===== src/rtl/hmac_pkg.sv =====
package hmac_pkg;
  localparam int INSN_W = 32;
  localparam int IDX_W  = 5;
  // bit positions that the decoder relies on
  localparam int B_DBL  = 23;
  localparam int B_UNS  = 22;
  localparam int B_SUB  = 21;
  localparam int B_AHI  = 6;
  localparam int B_BHI  = 5;
  localparam int B_ZERO = 7;
  localparam logic [7:0] CLASS_CODE = 8'hE6;

  typedef struct packed {
    logic             hit;
    logic             dbl;
    logic             uns;
    logic             sub;
    logic             a_hi;
    logic             b_hi;
    logic [IDX_W-1:0] dst;
  } op_t;
endpackage


===== src/rtl/hmac_decode.sv =====
module hmac_decode
  import hmac_pkg::*;
(
  input  logic [INSN_W-1:0] instr,
  output op_t               op
);
  logic unused_fields;
  assign unused_fields = ^{instr[20:8]};

  always_comb begin
    op.hit  = (instr[31:24] == CLASS_CODE) && !instr[B_ZERO];
    op.dbl  = instr[B_DBL];
    op.uns  = instr[B_UNS];
    op.sub  = instr[B_SUB];
    op.a_hi = instr[B_AHI];
    op.b_hi = instr[B_BHI];
    op.dst  = instr[IDX_W-1:0];
  end
endmodule


===== src/rtl/hmac_operand.sv =====
module hmac_operand #(
  parameter int DATA_W = 32,
  localparam int HALF_W = DATA_W / 2
) (
  input  logic                     uns,
  input  logic [1:0]               sel_hi,
  input  logic [2*DATA_W-1:0]      words,
  output logic signed [2*HALF_W+1:0] ext_pair
);
  // one extender per source, chosen by generate
  for (genvar g = 0; g < 2; g++) begin : g_src
    logic [DATA_W-1:0] w;
    logic [HALF_W-1:0] half;
    assign w    = words[g*DATA_W +: DATA_W];
    assign half = sel_hi[g] ? w[DATA_W-1:HALF_W] : w[HALF_W-1:0];
    assign ext_pair[g*(HALF_W+1) +: HALF_W+1] = {(uns ? 1'b0 : half[HALF_W-1]), half};
  end
endmodule


===== src/rtl/hmac_product.sv =====
module hmac_product #(
  parameter int HALF_W = 16,
  parameter int ACC_W  = 64,
  localparam int OP_W  = HALF_W + 1,
  localparam int PR_W  = 2 * OP_W
) (
  input  logic signed [OP_W-1:0] a_ext,
  input  logic signed [OP_W-1:0] b_ext,
  input  logic                   dbl,
  output logic [ACC_W-1:0]       prod
);
  logic signed [PR_W-1:0] p;
  logic [ACC_W-1:0]       p_wide;

  assign p      = a_ext * b_ext;
  assign p_wide = {{(ACC_W-PR_W){p[PR_W-1]}}, p};
  assign prod   = dbl ? {p_wide[ACC_W-2:0], 1'b0} : p_wide;
endmodule


===== src/rtl/hmac_unit.sv =====
module hmac_unit
  import hmac_pkg::*;
#(
  parameter int DATA_W = 32,
  parameter int ACC_W  = 64,
  localparam int HALF_W = DATA_W / 2
) (
  input  logic              clk,
  input  logic              rst,
  input  logic              in_valid,
  input  logic [31:0]       instr,
  input  logic [DATA_W-1:0] src_a,
  input  logic [DATA_W-1:0] src_b,
  input  logic [ACC_W-1:0]  acc_in,
  output logic              out_valid,
  output logic              out_match,
  output logic [4:0]        out_dest,
  output logic [ACC_W-1:0]  out_acc
);
  op_t                      op;
  logic signed [2*HALF_W+1:0] ext_pair;
  logic [ACC_W-1:0]         prod;
  logic [ACC_W-1:0]         next_acc;

  hmac_decode u_dec (.instr(instr), .op(op));

  hmac_operand #(.DATA_W(DATA_W)) u_opnd (
    .uns(op.uns), .sel_hi({op.b_hi, op.a_hi}),
    .words({src_b, src_a}), .ext_pair(ext_pair)
  );

  hmac_product #(.HALF_W(HALF_W), .ACC_W(ACC_W)) u_mul (
    .a_ext(ext_pair[HALF_W:0]), .b_ext(ext_pair[2*HALF_W+1:HALF_W+1]),
    .dbl(op.dbl), .prod(prod)
  );

  always_comb begin
    if (!op.hit)     next_acc = acc_in;
    else if (op.sub) next_acc = acc_in - prod;
    else             next_acc = acc_in + prod;
  end

  always_ff @(posedge clk) begin
    if (rst) begin
      out_valid <= 1'b0;
      out_match <= 1'b0;
      out_dest  <= '0;
      out_acc   <= '0;
    end else begin
      out_valid <= in_valid;
      if (in_valid) begin
        out_match <= op.hit;
        out_dest  <= op.dst;
        out_acc   <= next_acc;
      end
    end
  end
endmodule


===== config.mk =====
export PLATFORM = sky130hd
export DESIGN_NAME = hmac_unit
export DESIGN_NICKNAME = d
export VERILOG_FILES = /design/src/rtl/hmac_pkg.sv /design/src/rtl/hmac_decode.sv /design/src/rtl/hmac_operand.sv /design/src/rtl/hmac_product.sv /design/src/rtl/hmac_unit.sv
export SDC_FILE = /design/constraint.sdc
export NUM_CORES = 1
export LEC_CHECK = 0
export BUFFER_PORTS_ARGS = -buffer_cell sky130_fd_sc_hd__buf_4
export CAP_MARGIN = 20
export CORE_MARGIN = 1.5
export CORE_UTILIZATION = 50
export CTS_BUF_LIST = sky130_fd_sc_hd__clkbuf_16
export DETAILED_ROUTE_END_ITERATION = 12
export GPL_ROUTABILITY_DRIVEN = 1
export PLACE_DENSITY = 0.71
export REMOVE_ABC_BUFFERS = 1
export SLEW_MARGIN = 20
export SYNTH_ARGS = -nofsm -noshare
export SYNTH_HDL_FRONTEND = slang
export SYNTH_SLANG_ARGS = --single-unit

===== constraint.sdc =====
create_clock -name clk -period 13.7 [get_ports clk]
set_clock_uncertainty 0.2 [all_clocks]
set_input_delay 3.425 -clock clk [delete_from_list [all_inputs] [get_ports clk]]
set_output_delay 3.425 -clock clk [all_outputs]
set_load 0.02 [all_outputs]

### Word level (Yosys, flattened, before mapping)

Cells that the tools add are included.
W data, S select, Z words.

| operators by class | value |
|---|---|
| add/subtract/negate cells | 2 |
| eq/ne operators | 1 |
| multipliers | 1 |
| multiplexer cells | 7 |
| reduce and logical (&&, ||, !) cells | 2 |

Operators by type and width:

| cell | number |
|---|---|
| $mux W64 | 2 |
| $add A64 B64 Y64 | 1 |
| $sub A64 B64 Y64 | 1 |
| $mul A17 B17 Y34 | 1 |
| $mux W34 | 1 |
| $mux W16 | 2 |
| $eq A8 B8 Y1 const B | 1 |
| $mux W1 | 2 |
| $logic_and A1 B1 Y1 | 1 |
| $logic_not A1 Y1 | 1 |

| word-level totals | value |
|---|---|
| bits of input ports | 163 |
| flip-flop bits (word level) | 71 |

### Depth between registers and ports, before layout

| depth | value |
|---|---|
| depth after elaboration | 7 |
| mapped depth | 47 |
| mapped depth without buffers | 42 |

### By module

A second synthesis with hierarchy kept.

| unflattened totals | value |
|---|---|
| cells, all modules | 2479 |
| area total of the unflattened synthesis | 20601.0 sq um |

Modules (own cells, without submodules):

| module | seq. area each (sq um) | instances | cells each | area an instance (sq um) |
|---|---|---|---|---|
| hmac_product | 0.0 | 1 | 1350 | 11853.9 |
| hmac_unit | 1421.4 | 1 | 1078 | 8110.3 |
| hmac_operand | 0.0 | 1 | 38 | 533.0 |
| hmac_decode | 0.0 | 1 | 13 | 103.8 |

### Worst setup path after synthesis

No wires, ideal clock.

| path | value |
|---|---|
| kind | input-to-reg |
| start | in instr[6] |
| end | reg out_acc[53] |
| stages on the path | 42 |
| setup slack | -381 ps |
| data arrival time | 13795 ps |
| buffers on the path | 6 |
| setup time | 86 ps |
| required time | 13414 ps |
| path through | buf_2 -> buf_1 -> clkbuf_1 -> mux2_2 -> nand2_1 -> fa_1 -> fa_1 -> fa_1 -> inv_1 -> fa_1 -> fa_1 -> inv_1 -> fa_1 -> inv_1 -> ha_1 -> buf_6 -> a41o_1 -> a221o_1 -> [6 not listed] -> buf_2 -> nand3_1 -> nor2_2 -> a31oi_1 -> o211a_1 -> ha_1 -> clkbuf_1 -> and3_1 -> nor4b_1 -> nand3_1 -> nor3_1 -> a211oi_1 -> o2111ai_1 -> a41oi_1 -> nor2b_1 -> o21ai_0 -> mux2_2 -> a211oi_1 |

| on the way | value |
|---|---|
| longest elaborated chain between the ends | 7 |
| elaborated cells on any way between the ends | 8 |

RTL lines:

| what | line | text |
|---|---|---|
| from (decl) | hmac_unit.sv:11 | `input logic [31:0] instr,` |
| $mux W16 (*) | hmac_operand.sv:15 | `assign half = sel_hi[g] ? w[DATA_W-1:HALF_W] : w[HALF_W-1:0];` |
| $mux W1 | hmac_operand.sv:16 | `assign ext_pair[g*(HALF_W+1) +: HALF_W+1] = {(uns ? 1'b0 : half[HALF_W-1]), half};` |
| $mul A17 B17 Y34 (*) | hmac_product.sv:15 | `assign p = a_ext * b_ext;` |
| $mux W34 | hmac_product.sv:17 | `assign prod = dbl ? {p_wide[ACC_W-2:0], 1'b0} : p_wide;` |
| $add A64 B64 Y64 or $sub A64 B64 Y64 (tied branches) | hmac_unit.sv:40, hmac_unit.sv:39 |  |
| $mux W64 (*) | hmac_unit.sv:39 | `else if (op.sub) next_acc = acc_in - prod;` |
| $mux W64 (*) | hmac_unit.sv:38 | `if (!op.hit) next_acc = acc_in;` |
| to (signal assigned) | hmac_unit.sv:54 | `out_acc <= next_acc;` |
| to (decl) | hmac_unit.sv:18 | `output logic [ACC_W-1:0] out_acc` |

Mark *: on every way between the ends. The rest lies on a longest branch, timed or not.
A chain may end at the register's enable or synchronous reset.

### Worst setup path after layout

| path | value |
|---|---|
| start | in instr[5] |
| end | reg out_acc[63] |

The elaborated chain is that of the path after synthesis.

==> metrics <==
share of the yosys chip area belonging to registers 0.0704; routed wire length on met3 3190 um; vias in the first global route 20000; worst slew margin relative to its limit 0.354; number of H-tree branching levels 3; Remaining DRCs 0; share of flip-flops with an asynchronous set or reset after synthesis 0; root buffer cell sky130_fd_sc_hd__clkbuf_16; Post-layout nets around 3500; largest buffer count on any clock path 2; uppermost routed layer met4; CP required between 10 and 15 ns; cell count after synthesis approximately 2500; Synth Register Bits between 70 and 80; largest area contributor in the synthesized netlist sky130_fd_sc_hd__fa_1; pin count of the biggest net entering global routing 76; minimum period implied by the final worst setup slack between 10 and 15 ns; count of routing violations after the opening detailed-route iteration approximately 1400; slowest cell delay on critical path approximately 0.54 ns; Floorplan Core Area between 30000 and 40000 um2; height of the die ~200 um; combined area of the multi-input logic cells 17200 um2; end point of the most critical hold path out_acc[42]; Avg Cell Area, Syn between 7 and 8 um2; number of sinks driven by the clock tree 71; worst setup path class input pin to flop; wire length on met2 between 20000 and 30000 um; Design Area, Final between 20000 and 25000 um2; total clock buffers created by CTS 9; synth top area cells sky130_fd_sc_hd__fa_1 (29%), sky130_fd_sc_hd__ha_1 (9.2%), sky130_fd_sc_hd__dfxtp_1 (7.0%); number of flops mapped to enable cells by yosys 0; classification of the worst-slack hold path flop to flop; dominant cell by count in the synthesized netlist sky130_fd_sc_hd__inv_1; actual transition at the worst max-transition pin 0.965 ns; flop-to-flop setup slack ~13 ns; endpoint of the most critical register-to-register path out_acc[10]; share of layout cells above drive strength 1 0.208; via/cell ratio between 5 and 6; Initial Utilization 0.507; distinct cell type count of the synthesized netlist a little over 90; Critical Path Sink Type flop; Post-DP Area between 20000 and 25000 um2; top cells by instance count after synthesis sky130_fd_sc_hd__inv_1 (339), sky130_fd_sc_hd__nand2_1 (310), sky130_fd_sc_hd__fa_1 (297); via count ~20000; Critical Path Start Type input pin; FILL cells ~3600; most frequent cell on the critical path sky130_fd_sc_hd__buf_4; io pins 234; final worst-path cycle share 0.967; Routability Congestion approximately 0.94; DRT Pass-1 Iters 6; Final setup violation count 0; overall fraction of global-route tracks in use 0.298; area growth from synthesis to layout 22.6%; worst hold path stage count 2; max-cap violations 0; Post-Route M1 WL 26600 um; number of antenna violations at the first check in global routing 1; final core utilization 0.621; total of buffers placed on input and output ports 220; CP Data Arrival Time ~13 ns; Routed WL per cell ~17 um; # rows 73; count of endpoints failing hold in the final timing report 0; Post-Syn Area about 20000 um2; final WL around 60000 um; R2R Path Start out_acc[10]; fraction of synthesized cell area taken by the top area cell type 0.295; overall overflow remaining after global route 0; total of warnings raised by yosys 0; area of the die just over 40000 um2; top fanout value on the critical path 8; clock slew seen by the registers of the worst setup and hold paths ~0.06 ns; Post-synth top flop sky130_fd_sc_hd__dfxtp_1; Register-to-Register Path Depth 2; sequential cell area in the final layout around 1400 um2; slowest cell on the critical path sky130_fd_sc_hd__fa_1; horizontal extent of the die 204 um; final HPWL from detailed placement just over 50000 um; first-pass GRT wire length ~100000 um; startpoint of the most critical hold path out_acc[42]; Routed Antenna Nets 0; outcome completed; count of pins over their slew limit 0; Max Fclk roughly 0.075 GHz; clock tree from TritonCTS built; clock insertion delay at the later pin of the skew report approximately 0.34 ns
cells by family after synthesis:
logic type / count (synthesis) / synth area share
AOI/OAI and AO/OA: 563 / 0.188
muxes: 84 / 0.0443
xor gates and xnor gates: 92 / 0.0407
and+or+nand+nor: 826 / 0.183
DFF: 71 / 0.0704
adders and majority gates: 446 / 0.387
buffers and inverters: 460 / 0.0869
sequential cells by signal, indices dropped and copies added, names as in the netlist:
name and count:
out_acc 64, out_dest 5, out_match 1, out_valid 1
repair_timing:
item | CTS | global route
pin swaps | 1 | 15
hold buffers | 0 | 0
buffers inserted | 0 | 6
endpoints found under the setup margin | 1 | 22
resized for setup | 0 | 43
endpoints found under the hold margin | 0 | 0
how the worst max path moves through the flow:
stage,slack (ns),to,start,cells after the start
after floorplan,0.14,out_acc[57],instr[6],38
after global placement,-0.21,out_acc[53],instr[6],42
after detailed placement,-0.36,out_acc[53],instr[6],42
after CTS,0.0008,out_acc[53],instr[6],42
after global routing,-0.04,out_acc[63],instr[5],47
final,0.45,out_acc[63],instr[5],44
layer usage:
metal / up-vias / global-route usage
li1: 9352 / -
met1: 9750 / 0.405
met2: 553 / 0.509
met3: 77 / 0.0328
met4: 0 / 0.0643
met5: - / 0
critical path, delay by kind of cell:
family / cells / cell delay (ns)
and+or+nand+nor: 9 / 1.35
adders and majority gates: 8 / 3.61
muxes: 2 / 0.55
AOI/OAI and AO/OA: 13 / 2.67
xor gates and xnor gates: 2 / 0.36
buffers and inverters: 10 / 1.27
layout make-up:
type,instances,area share
inverters,339,0.0514
clock inverters,7,0.00263
clock buffers,9,0.00910
diodes,1,0.000101
flip-flops and latches,71,0.0575
multi-input cells,2011,0.695
repair buffers,505,0.157
well taps,525,0.0266
through the flow:
stage               setup TNS, ns  instances  hold WS [ns]  setup WS [ns]
global route               -0.132       3468         0.299        -0.0380
floorplan                       0       2421         0.347          0.143
global placement           -0.588       3445         0.270         -0.211
CTS                             0       3461         0.288       0.000768
finish                          0       3468         0.285          0.452
detailed placement          -1.32       3445         0.279         -0.360
cell usage in the layout (no fill, tap or decap), types with 18 or more instances in the layout:
cell type	n
sky130_fd_sc_hd__a21oi_1	141
sky130_fd_sc_hd__o21a_1	19
sky130_fd_sc_hd__nor3_1	27
sky130_fd_sc_hd__xnor2_1	70
sky130_fd_sc_hd__inv_1	340
sky130_fd_sc_hd__xor2_1	20
sky130_fd_sc_hd__o211ai_1	19
sky130_fd_sc_hd__fa_1	297
sky130_fd_sc_hd__mux2i_1	46
sky130_fd_sc_hd__nand2_1	310
sky130_fd_sc_hd__o31ai_1	23
sky130_fd_sc_hd__a311oi_1	34
sky130_fd_sc_hd__nand4_1	21
sky130_fd_sc_hd__buf_4	494
sky130_fd_sc_hd__ha_1	147
sky130_fd_sc_hd__o21bai_1	19
sky130_fd_sc_hd__and3_1	18
sky130_fd_sc_hd__dfxtp_1	71
sky130_fd_sc_hd__a21o_1	47
sky130_fd_sc_hd__o21ai_0	91
sky130_fd_sc_hd__nand3_1	43
sky130_fd_sc_hd__nor2_1	294
sky130_fd_sc_hd__mux2_2	30
sky130_fd_sc_hd__a211oi_1	32
Power is left out: the tool's default activity adds up to more than one toggle a clock period on the data nets, which glitch-free logic cannot reach.
